===== src/rtl/io_bank_pkg.sv =====
package io_bank_pkg;

  localparam int KEY_BITS   = 10;
  localparam int IX_DSP_CTL = 0;
  localparam int IX_DSP_STA = 1;
  localparam int IX_SND_BIA = 2;
  localparam int PAIR_BASE  = 4;
  localparam int N_PAIRS    = 2;
  localparam int IX_XFR_LEN = 8;
  localparam int IX_XFR_CTL = 9;
  localparam int TMR_BASE   = 12;
  localparam int N_TMR      = 4;
  localparam int IX_SER_MOD = 16;
  localparam int IX_KEYS    = 20;
  localparam int IX_IRQ_EN  = 24;
  localparam int IX_IRQ_FLG = 25;
  localparam int IX_IRQ_MST = 26;
  localparam int HALT_BYTE  = 61;

  typedef enum logic [1:0] {
    SZ_BYTE = 2'd0,
    SZ_HALF = 2'd1,
    SZ_WORD = 2'd2,
    SZ_NONE = 2'd3
  } acc_size_e;

  function automatic logic is_pair(input int ix);
    return (ix >= PAIR_BASE) && (ix < PAIR_BASE + 2 * N_PAIRS);
  endfunction

  function automatic logic is_tmr(input int ix);
    return (ix >= TMR_BASE) && (ix < TMR_BASE + N_TMR);
  endfunction

  // registers that accept writes (key port is read-only)
  function automatic logic wr_ok(input int ix);
    return (ix == IX_DSP_CTL) || (ix == IX_DSP_STA) || (ix == IX_SND_BIA) ||
           is_pair(ix) || (ix == IX_XFR_LEN) || (ix == IX_XFR_CTL) ||
           is_tmr(ix) || (ix == IX_SER_MOD) || (ix == IX_IRQ_EN) ||
           (ix == IX_IRQ_FLG) || (ix == IX_IRQ_MST);
  endfunction

  // registers whose stored value is visible on a read
  function automatic logic rd_ok(input int ix);
    return wr_ok(ix) && (ix != IX_XFR_LEN);
  endfunction

  function automatic logic [15:0] wmask(input int ix);
    if (ix == IX_DSP_STA) return 16'hFFF8;
    if (is_tmr(ix))       return 16'h00C7;
    if (ix == IX_SER_MOD) return 16'hC1FF;
    return 16'hFFFF;
  endfunction

  function automatic logic [15:0] rst_val(input int ix);
    if (ix == IX_DSP_CTL) return 16'h0080;
    if (ix == IX_SND_BIA) return 16'h0200;
    return 16'h0000;
  endfunction

endpackage


===== src/rtl/io_bank_shaper.sv =====
module io_bank_shaper
  import io_bank_pkg::*;
#(
  parameter int ADDR_W = 7
) (
  input  logic                 wr_en,
  input  logic [1:0]           wr_size,
  input  logic [ADDR_W-1:0]    wr_addr,
  input  logic [31:0]          wr_data,
  input  logic [16*(1<<(ADDR_W-1))-1:0] store_flat,
  output logic                 we_a,
  output logic [ADDR_W-2:0]    ix_a,
  output logic [15:0]          d_a,
  output logic                 we_b,
  output logic [ADDR_W-2:0]    ix_b,
  output logic [15:0]          d_b,
  output logic                 now_v,
  output logic [ADDR_W-2:0]    now_ix,
  output logic [31:0]          now_val,
  output logic                 now_wide,
  output logic                 late_v,
  output logic [ADDR_W-2:0]    late_ix,
  output logic [31:0]          late_val,
  output logic                 halt_n,
  output logic                 stop_n
);
  localparam int IW   = ADDR_W - 1;
  localparam int NREG = 1 << IW;

  logic [15:0] st [NREG];
  logic [IW-1:0] ix0, ix1;
  logic [15:0] h0, h1;
  logic g0, g1;

  always_comb begin
    for (int i = 0; i < NREG; i++) st[i] = store_flat[i*16 +: 16];
  end

  function automatic logic [15:0] apply(input int ix, input logic [15:0] v,
                                        input logic [15:0] old);
    if (ix == IX_IRQ_FLG) return old & ~v;
    return v & wmask(ix);
  endfunction

  // access decode: lane merge, word split, halt byte
  always_comb begin
    ix0    = wr_addr[ADDR_W-1:1];
    ix1    = ix0;
    h0     = wr_data[15:0];
    h1     = wr_data[31:16];
    g0     = 1'b0;
    g1     = 1'b0;
    halt_n = 1'b0;
    stop_n = 1'b0;
    if (wr_en) begin
      case (wr_size)
        SZ_BYTE: begin
          if (int'(wr_addr) == HALT_BYTE) begin
            halt_n = ~wr_data[7];
            stop_n = wr_data[7];
          end else begin
            g0 = 1'b1;
            h0 = wr_addr[0] ? {wr_data[7:0], st[ix0][7:0]}
                            : {st[ix0][15:8], wr_data[7:0]};
          end
        end
        SZ_HALF: g0 = 1'b1;
        SZ_WORD: begin
          ix0 = {wr_addr[ADDR_W-1:2], 1'b0};
          ix1 = {wr_addr[ADDR_W-1:2], 1'b1};
          g0  = 1'b1;
          g1  = 1'b1;
        end
        default: ;
      endcase
    end
  end

  // per-register semantics and commit formation
  always_comb begin
    we_a = 1'b0; ix_a = ix0; d_a = 16'h0;
    we_b = 1'b0; ix_b = ix1; d_b = 16'h0;
    now_v = 1'b0; now_ix = ix0; now_val = 32'h0; now_wide = 1'b0;
    late_v = 1'b0; late_ix = ix1; late_val = 32'h0;
    if (g0 && is_pair(int'(ix0))) begin
      ix_a = {ix0[IW-1:1], 1'b0};
      ix_b = {ix0[IW-1:1], 1'b1};
      d_a  = g1 ? h0 : (ix0[0] ? st[ix_a] : h0);
      d_b  = g1 ? h1 : (ix0[0] ? h0 : st[ix_b]);
      we_a = 1'b1;
      we_b = 1'b1;
      now_v    = 1'b1;
      now_ix   = ix_a;
      now_val  = {d_b, d_a};
      now_wide = 1'b1;
    end else begin
      if (g0 && wr_ok(int'(ix0))) begin
        we_a    = 1'b1;
        d_a     = apply(int'(ix0), h0, st[ix0]);
        now_v   = 1'b1;
        now_val = {16'h0, d_a};
      end
      if (g1 && wr_ok(int'(ix1))) begin
        we_b     = 1'b1;
        d_b      = apply(int'(ix1), h1, st[ix1]);
        late_v   = 1'b1;
        late_val = {16'h0, d_b};
      end
    end
  end

endmodule


===== src/rtl/io_bank_store.sv =====
module io_bank_store
  import io_bank_pkg::*;
#(
  parameter int ADDR_W = 7
) (
  input  logic                 clk,
  input  logic                 rst,
  input  logic                 we_a,
  input  logic [ADDR_W-2:0]    ix_a,
  input  logic [15:0]          d_a,
  input  logic                 we_b,
  input  logic [ADDR_W-2:0]    ix_b,
  input  logic [15:0]          d_b,
  input  logic [15:0]          flag_set,
  output logic [16*(1<<(ADDR_W-1))-1:0] store_flat
);
  localparam int NREG = 1 << (ADDR_W - 1);

  for (genvar i = 0; i < NREG; i++) begin : g_reg
    logic [15:0] q, nxt;
    always_comb begin
      nxt = q;
      if (we_a && int'(ix_a) == i) nxt = d_a;
      if (we_b && int'(ix_b) == i) nxt = d_b;
      if (i == IX_IRQ_FLG) nxt = nxt | flag_set;
    end
    always_ff @(posedge clk) begin
      if (rst) q <= rst_val(i);
      else     q <= nxt;
    end
    assign store_flat[i*16 +: 16] = q;
  end

endmodule


===== src/rtl/io_bank.sv =====
module io_bank
  import io_bank_pkg::*;
#(
  parameter int ADDR_W = 7,
  parameter int KEY_W  = KEY_BITS
) (
  input  logic              clk,
  input  logic              rst,
  input  logic              wr_en,
  input  logic [1:0]        wr_size,
  input  logic [ADDR_W-1:0] wr_addr,
  input  logic [31:0]       wr_data,
  input  logic [ADDR_W-2:0] rd_idx,
  output logic [15:0]       rd_data,
  input  logic [KEY_W-1:0]  keys,
  input  logic [15:0]       irq_raise,
  output logic              commit_o,
  output logic [ADDR_W-2:0] commit_idx,
  output logic [31:0]       commit_val,
  output logic              commit_wide,
  output logic              halt_o,
  output logic              stop_o
);
  localparam int IW   = ADDR_W - 1;
  localparam int NREG = 1 << IW;
  localparam logic [15:0] KEY_ALL = 16'((1 << KEY_W) - 1);

  logic [16*NREG-1:0] store_flat;
  logic we_a, we_b, now_v, now_wide, late_v, halt_n, stop_n;
  logic [IW-1:0] ix_a, ix_b, now_ix, late_ix;
  logic [15:0] d_a, d_b;
  logic [31:0] now_val, late_val;

  logic          pend_v;
  logic [IW-1:0] pend_ix;
  logic [31:0]   pend_val;
  logic [15:0]   rd_next;

  io_bank_shaper #(.ADDR_W(ADDR_W)) u_shape (
    .wr_en(wr_en), .wr_size(wr_size), .wr_addr(wr_addr), .wr_data(wr_data),
    .store_flat(store_flat),
    .we_a(we_a), .ix_a(ix_a), .d_a(d_a), .we_b(we_b), .ix_b(ix_b), .d_b(d_b),
    .now_v(now_v), .now_ix(now_ix), .now_val(now_val), .now_wide(now_wide),
    .late_v(late_v), .late_ix(late_ix), .late_val(late_val),
    .halt_n(halt_n), .stop_n(stop_n)
  );

  io_bank_store #(.ADDR_W(ADDR_W)) u_store (
    .clk(clk), .rst(rst),
    .we_a(we_a), .ix_a(ix_a), .d_a(d_a), .we_b(we_b), .ix_b(ix_b), .d_b(d_b),
    .flag_set(irq_raise), .store_flat(store_flat)
  );

  always_comb begin
    if (int'(rd_idx) == IX_KEYS)
      rd_next = KEY_ALL ^ 16'(keys);
    else if (rd_ok(int'(rd_idx)))
      rd_next = store_flat[{rd_idx, 4'b0000} +: 16];
    else
      rd_next = 16'h0;
  end

  always_ff @(posedge clk) begin
    if (rst) begin
      rd_data     <= 16'h0;
      commit_o    <= 1'b0;
      commit_idx  <= '0;
      commit_val  <= 32'h0;
      commit_wide <= 1'b0;
      pend_v      <= 1'b0;
      pend_ix     <= '0;
      pend_val    <= 32'h0;
      halt_o      <= 1'b0;
      stop_o      <= 1'b0;
    end else begin
      rd_data  <= rd_next;
      pend_v   <= late_v;
      pend_ix  <= late_ix;
      pend_val <= late_val;
      commit_o <= now_v | pend_v;
      if (now_v) begin
        commit_idx  <= now_ix;
        commit_val  <= now_val;
        commit_wide <= now_wide;
      end else if (pend_v) begin
        commit_idx  <= pend_ix;
        commit_val  <= pend_val;
        commit_wide <= 1'b0;
      end
      halt_o <= halt_n;
      stop_o <= stop_n;
    end
  end

endmodule


===== config.mk =====
export PLATFORM = sky130hd
export DESIGN_NAME = io_bank
export DESIGN_NICKNAME = d
export VERILOG_FILES = /design/src/rtl/io_bank_pkg.sv /design/src/rtl/io_bank_shaper.sv /design/src/rtl/io_bank_store.sv /design/src/rtl/io_bank.sv
export SDC_FILE = /design/constraint.sdc
export NUM_CORES = 2
export LEC_CHECK = 0
export ABC_CLOCK_PERIOD_IN_PS = 3400
export BUFFER_PORTS_ARGS = -buffer_cell sky130_fd_sc_hd__buf_2
export CAP_MARGIN = 10
export CELL_PAD_IN_SITES_DETAIL_PLACEMENT = 0
export CELL_PAD_IN_SITES_GLOBAL_PLACEMENT = 1
export CORE_MARGIN = 2
export CORE_UTILIZATION = 46
export DETAILED_ROUTE_END_ITERATION = 8
export PLACE_DENSITY_LB_ADDON = 0.1
export SKIP_LAST_GASP = 1
export SYNTH_ARGS = -nofsm -noshare
export SYNTH_HDL_FRONTEND = slang
export SYNTH_SLANG_ARGS = --single-unit

===== constraint.sdc =====
create_clock -name clk -period 3.4 [get_ports clk]
set_clock_uncertainty 0.05 [all_clocks]
set_input_delay 0.34 -clock clk [delete_from_list [all_inputs] [get_ports clk]]
set_output_delay 0.34 -clock clk [all_outputs]
set_load 0.02 [all_outputs]

## Word level (Yosys, flattened, before mapping)

Index checks and enable logic that the tools add are counted.

- Word-level logic and storage cells: 751
- Register bits: 1,121
- Output and inout bits: 58
- Input bits: 76

- Shifts and indexed selects: 1
- Reductions and logical operators: 243
- Magnitude comparators: 17
- Bitwise logic cells: 20
- Eq/ne operators: 155
- Muxes and demuxes: 239

Operator list:

| kind | number |
|---|---|
| $mux 16 | 173 |
| $shiftx 1024x11->16 | 1 |
| $bmux 16 s6 | 5 |
| $eq 6x6->1 const B | 77 |
| $eq 6x5->1 const B | 38 |
| $logic_and 1x1->1 | 138 |
| $reduce_bool 2->1 | 64 |
| $eq 6x4->1 const B | 16 |
| $mux 32 | 3 |
| $eq 6x3->1 const B | 11 |
| $and 16x16->16 | 4 |
| $mux 1 | 53 |
| $eq 6x2->1 const B | 7 |
| $ge 7x7->1 const B | 5 |
| $not 6->7 | 5 |
| $not 16->16 | 2 |
| $logic_not 6->1 | 5 |
| $logic_or 1x1->1 | 30 |
| $mux 10 | 2 |
| $ge 6x3->1 const B | 3 |
| $ge 6x4->1 const B | 3 |
| $lt 6x4->1 const B | 3 |
| $lt 6x5->1 const B | 3 |
| $or 16x16->16 | 1 |
| 14 further kinds | 23 |

## Logic depth before layout (Yosys ltp)

- Word-level depth: 42
- Mapped depth: 16
- Gate-level depth less buffers: 11

## Hierarchy

A second synthesis with hierarchy kept.

- Cell total of the unflattened synthesis: 8,197
- Area total of the unflattened synthesis: 71,114.5 um2

By module, submodules not included:

| module | area each (um2) | times used | cells an instance |
|---|---|---|---|
| io_bank_store | 46,604.7 | 1 | 5,685 |
| io_bank_shaper | 16,935.0 | 1 | 1,716 |
| io_bank | 7,574.8 | 1 | 796 |

## Worst setup path before layout

No wires, ideal clock.

- Path kind: input to register
- Start point: in wr_size[0]
- End point: reg u_store.g_reg[8].q[9]
- Arrival: 2,973 ps
- Data required time: 3,222 ps
- Cell stages on the path: 13
- Setup slack: 250 ps
- Cells stage by stage: inv_1 ha_1 a21boi_2 buf_6 buf_6 buf_6 mux4_2 mux4_2 nand2_1 nand3_1 a211o_1 mux2i_1 nor2_1

- Longest elaborated chain between the ends: 22
- Elaborated cells on any way between the ends: 157
- Those cells by class: 8 x order compare; 20 x eq/ne; 88 x mux; 7 x bitwise; 34 x reduce/logical

Ends and longest elaborated chain:

| item | RTL line | RTL |
|---|---|---|
| from (decl) | io_bank.sv:10 | `input logic [1:0] wr_size,` |
| branches (longest 22 deep; another with $ge 6x4->1) | - |  |
| to (signal assigned) | io_bank_store.sv:28 | `if (rst) q <= rst_val(i);` |
| to (signal assigned) | io_bank_store.sv:29 | `else q <= nxt;` |
| to (decl) | io_bank_store.sv:20 | `logic [15:0] q, nxt;` |

Several ways; the timed one is not identified. The select of a mux whose other input is x is not followed.
A chain may end at the register's enable or synchronous reset.

## Worst setup path in the final report

- Start point: reg u_store.g_reg[48].q[1]
- End point: reg u_store.g_reg[13].q[1]

- Longest elaborated chain between the ends: 15
- Elaborated cells on any way between the ends: 37
- Those cells by class: 33 x mux; 4 x bitwise

Ends and longest elaborated chain:

| item | RTL line | RTL |
|---|---|---|
| from (decl) | io_bank_store.sv:20 |  |
| from (signal assigned) | io_bank_store.sv:28 |  |
| from (signal assigned) | io_bank_store.sv:29 |  |
| $bmux 16 s6 | io_bank_shaper.sv:63 | `h0 = wr_addr[0] ? {wr_data[7:0], st[ix0][7:0]}` |
| $mux 16 (not written as such) (2 in series) | io_bank_shaper.sv:63 |  |
| $mux 16 | io_bank_shaper.sv:63 |  |
| $mux 16 | io_bank_shaper.sv:58 | `if (int'(wr_addr) == HALT_BYTE) begin` |
| $mux 16 | io_bank_shaper.sv:56 | `case (wr_size)` |
| $mux 16 | io_bank_shaper.sv:55 | `if (wr_en) begin` |
| $not 16->16 | io_bank_shaper.sv:41 | `if (ix == IX_IRQ_FLG) return old & ~v;` |
| $and 16x16->16 | io_bank_shaper.sv:41 |  |
| $mux 16 | io_bank_shaper.sv:41 |  |
| $mux 16 | io_bank_shaper.sv:42 | `return v & wmask(ix);` |
| $mux 16 | io_bank_shaper.sv:97 | `if (g0 && wr_ok(int'(ix0))) begin` |
| $mux 16 | io_bank_shaper.sv:85 | `if (g0 && is_pair(int'(ix0))) begin` |
| $mux 16 | io_bank_store.sv:23 | `if (we_a && int'(ix_a) == i) nxt = d_a;` |
| $mux 16 (*) | io_bank_store.sv:24 | `if (we_b && int'(ix_b) == i) nxt = d_b;` |
| to (signal assigned) | io_bank_store.sv:28 |  |
| to (signal assigned) | io_bank_store.sv:29 |  |
| to (decl) | io_bank_store.sv:20 |  |

Every way passes the cells marked *; elsewhere a longest branch is shown, timed or not. The select of a mux whose other input is x is not followed.

==> results.yml <==
clocking:
  h-tree-depth: 3
  cts.sinks: 1105
  cts.clk_slew.worst_paths_ns: 0.06
  cts.path.max_buffers: 3
  numCtsBuffers: 120
  cts_setup_buffers: 0
  cts_tree: "built"
  root_buffer: "clkbuf_16"
  worst_skew_pair.late_latency_ns: 0.78
place:
  hpwl_um: 185000
  portBuffers: 133
  place_congestion: 1.08
  placed_cell_area_um2: 63700
layout:
  layout_common_cells: "dfxtp_1, nor2b_1, buf_4, mux4_2, nand2_1"
  final_common_cell: "dfxtp_1"
  fill_cells: 10500
  area_growth_pct: 22.4
  post-route-util_pct: 56.8
  drive_gt1_share_pct: 30.3
  stdcell_area_um2: 68300
  nets: 5951
sta:
  fin_crit_sh_pct: 97.3
  period_needed_ns: 3.31
  rsz0062_at_grt: "no"
  max_slew_margin_pct: 39.5
  finalSetupViolCount: 0
  tightestPinTransition_ns: 0.903
  hold_viol: 0
  finalMaxSlewViolations: 0
  timing.fmax_mhz: 302
setup_path:
  path_class: "flip-flop to flip-flop"
  cp_cell_sequence: "mux4_2, mux2_2, a2111o_1, a21oi_1, buf_4, o311a_1, nor3b_1, o21ai_1, and2_2, o221ai_1"
  cp_num_cells: 10
  setup.worst_path.start: "u_store.g_reg[48].q[1]$_SDFFE_PP0P_"
  path_max_fanout: 5
  endpoint: "u_store.g_reg[13].q[1]$_SDFFE_PP0P_"
  startpoint_type: "flip-flop"
  slowest_stage: "a2111o_1"
  end_kind: "flip-flop"
  cpLargestDelayFamily: "compound AO/OA/AOI/OAI gates"
  worstPathRequired_ns: 3.98
  reg2reg_depth: 10
  max_stage_delay_ns: 0.51
  ff2ff_setup_slack_ns: 0.09
  crit-reg2reg-launch: "u_store.g_reg[48].q[1]$_SDFFE_PP0P_"
  crit_buf_inv: 1
  reg2reg_to: "u_store.g_reg[13].q[1]$_SDFFE_PP0P_"
  crit_arrival_ns: 3.89
route:
  drc: 0
  vias_per_cell: 6.29
  antenna_left: 0
  dr.pass1.iters: 6
  wl_per_cell_um: 32.8
  drt_iter0_markers: 6983
  routed-via-count: 47764
  routed_wl_um: 249000
die:
  die_h_um: 352
  dieArea_um2: 124000
  initial_core_util_pct: 46.4
  pin_count: 134
  rows: 127
  core_area_um2: 120000
  fp.dieW_um: 352
synthesis:
  yosys_most_used_dff: "dfxtp_1"
  yosys_warnings: 0
  avgSynthCellArea_um2: 10.7
  syn_inst: 5209
  synth_edf_count: 0
  yosys_register_bits: 1105
  ys_async_sr_fraction_pct: 0
  ys_seq_area_share_pct: 39.7
  yosysUniqueCellTypes: 116
  synth.cell_area_um2: 55800
  synth_nets: 5288
grt:
  grt_pass1_vias: 45479
  grt_max_degree: 179
  gr-total-overflow: 0
  grt.total_usage_pct: 39.4
  grt_pass1_wl_um: 352000
  antenna_found_initial: 19
power_and_ir_drop:
  powerDensity_nw_per_um2: 447
  finalPower_w: 0.0305
  p_leak_nw: 26.3
  irDropWorstVdd_mv: 0.539
run_status:
  status: "complete, no violations"
job:
  maxCapViolCount: 0
min_path:
  worstHoldPathType: "input port to flip-flop"
worst min-delay path by stage:
| stage | from | to | slack, ns | cells past startpoint |
|---|---|---|---|---|
| floorplan | wr_data[7] | halt_o$_SDFF_PP0_ | 0.37 | 1 |
| global placement | u_store.g_reg[8].q[4]$_SDFFE_PP0P_ | u_store.g_reg[8].q[4]$_SDFFE_PP0P_ | 0.39 | 2 |
| detailed placement | commit_val[16]$_SDFFE_PP0P_ | commit_val[16]$_SDFFE_PP0P_ | 0.40 | 2 |
| CTS | wr_data[20] | commit_val[20]$_SDFFE_PP0P_ | 0.009 | 4 |
| global route | wr_data[20] | commit_val[20]$_SDFFE_PP0P_ | 0.05 | 4 |
| finish | wr_data[20] | commit_val[20]$_SDFFE_PP0P_ | 0.07 | 4 |
report_power, final:
part	total, W	leakage, nW	internal (W)	switching (W)
registers	0.0130	8.90	0.0130	0.0000504
clock network	0.0141	2.10	0.00836	0.00578
logic	0.00334	15.3	0.00123	0.00211
total	0.0305	26.3	0.0226	0.00794
cell families (layout without fill, tap and decap cells):
logic type / Yosys count / in the layout / share of synthesized area, %
flops: 1105 / 1105 / 39.7
mux: 908 / 908 / 26.6
compound gates: 919 / 919 / 11.7
xor+xnor: 2 / 2 / 0.0314
simple gates: 1784 / 1784 / 16.9
other cells: 0 / 5 / 0
buf+inv: 488 / 1251 / 5.03
fa+ha+maj: 3 / 3 / 0.0673
timing repair:
action / CTS / global route
resized for setup: 0 / 2
hold buffers: 32 / 0
setup endpoints to repair: 0 / 2
hold endpoints to repair: 51 / 0
worst register-to-register path: stages (launching register included):
cell and delay, ns:
dfxtp_1 0.32, mux4_2 0.44, mux2_2 0.29, a2111o_1 0.51, a21oi_1 0.40, buf_4 0.18
o311a_1 0.26, nor3b_1 0.08, o21ai_1 0.25, and2_2 0.27, o221ai_1 0.12
metrics by stage:
step / cells / setup WS (ns) / hold WS, ns / TNS, ns
CTS: 7584 / 0.0498 / 0.00927 / 0
global route: 7587 / 0.0425 / 0.0532 / 0
global placement: 7330 / -0.521 / 0.395 / -55.29
finish: 7589 / 0.0905 / 0.0744 / 0
detailed placement: 7330 / -0.537 / 0.398 / -59.38
floorplan: 5209 / 0.250 / 0.369 / 0
per-layer routing:
layer  GRT usage (%)  share of wire [%]
met5               0              0.048
met4            16.2                4.6
met3            11.6                 12
met2            55.5                 41
met1            56.0                 42
sequential cells by signal, indices dropped and copies added (netlist names), 6 cells and up:
name	flops
commit_idx	6
commit_val	32
pend_ix	6
pend_val	16
rd_data	16
u_store.g.q	1024
layout make-up:
type	instances	area [um2]	share of cell area, %
tap	1612	2020	2.95
inverter	20	80.1	0.117
timing repair buffer	1009	8820	12.9
sequential	1105	22100	32.4
clock buffer	167	3390	4.97
antenna	5	12.5	0.0183
clock inverter	55	896	1.31
multi-input combinational	3616	31000	45.3
synthesized netlist by cell type, types with 17 or more instances:
cell type	instances	share of area (%)
a211o_1	17	0.27
a22oi_1	37	0.50
nand2_1	374	2.5
a21oi_1	216	1.9
nor3_1	61	0.55
nor2b_1	762	8.5
a31oi_1	34	0.38
a211oi_1	121	1.6
buf_4	37	0.50
dfxtp_1	1105	40
mux2i_1	364	6.5
clkbuf_1	230	1.5
nor2_1	308	2.1
o211ai_1	20	0.27
buf_6	56	1.1
buf_2	97	0.87
mux4_2	434	18
o22ai_1	94	1.1
and2_1	66	0.74
nand2b_1	26	0.29
buf_1	27	0.18
or3_1	22	0.25
a221oi_1	17	0.27
mux2_2	93	1.9
o21ai_0	86	0.77
a211oi_2	19	0.43
o221ai_1	25	0.39
nand3_1	58	0.52
and3_1	31	0.35
(Power assumes the default switching activity.)
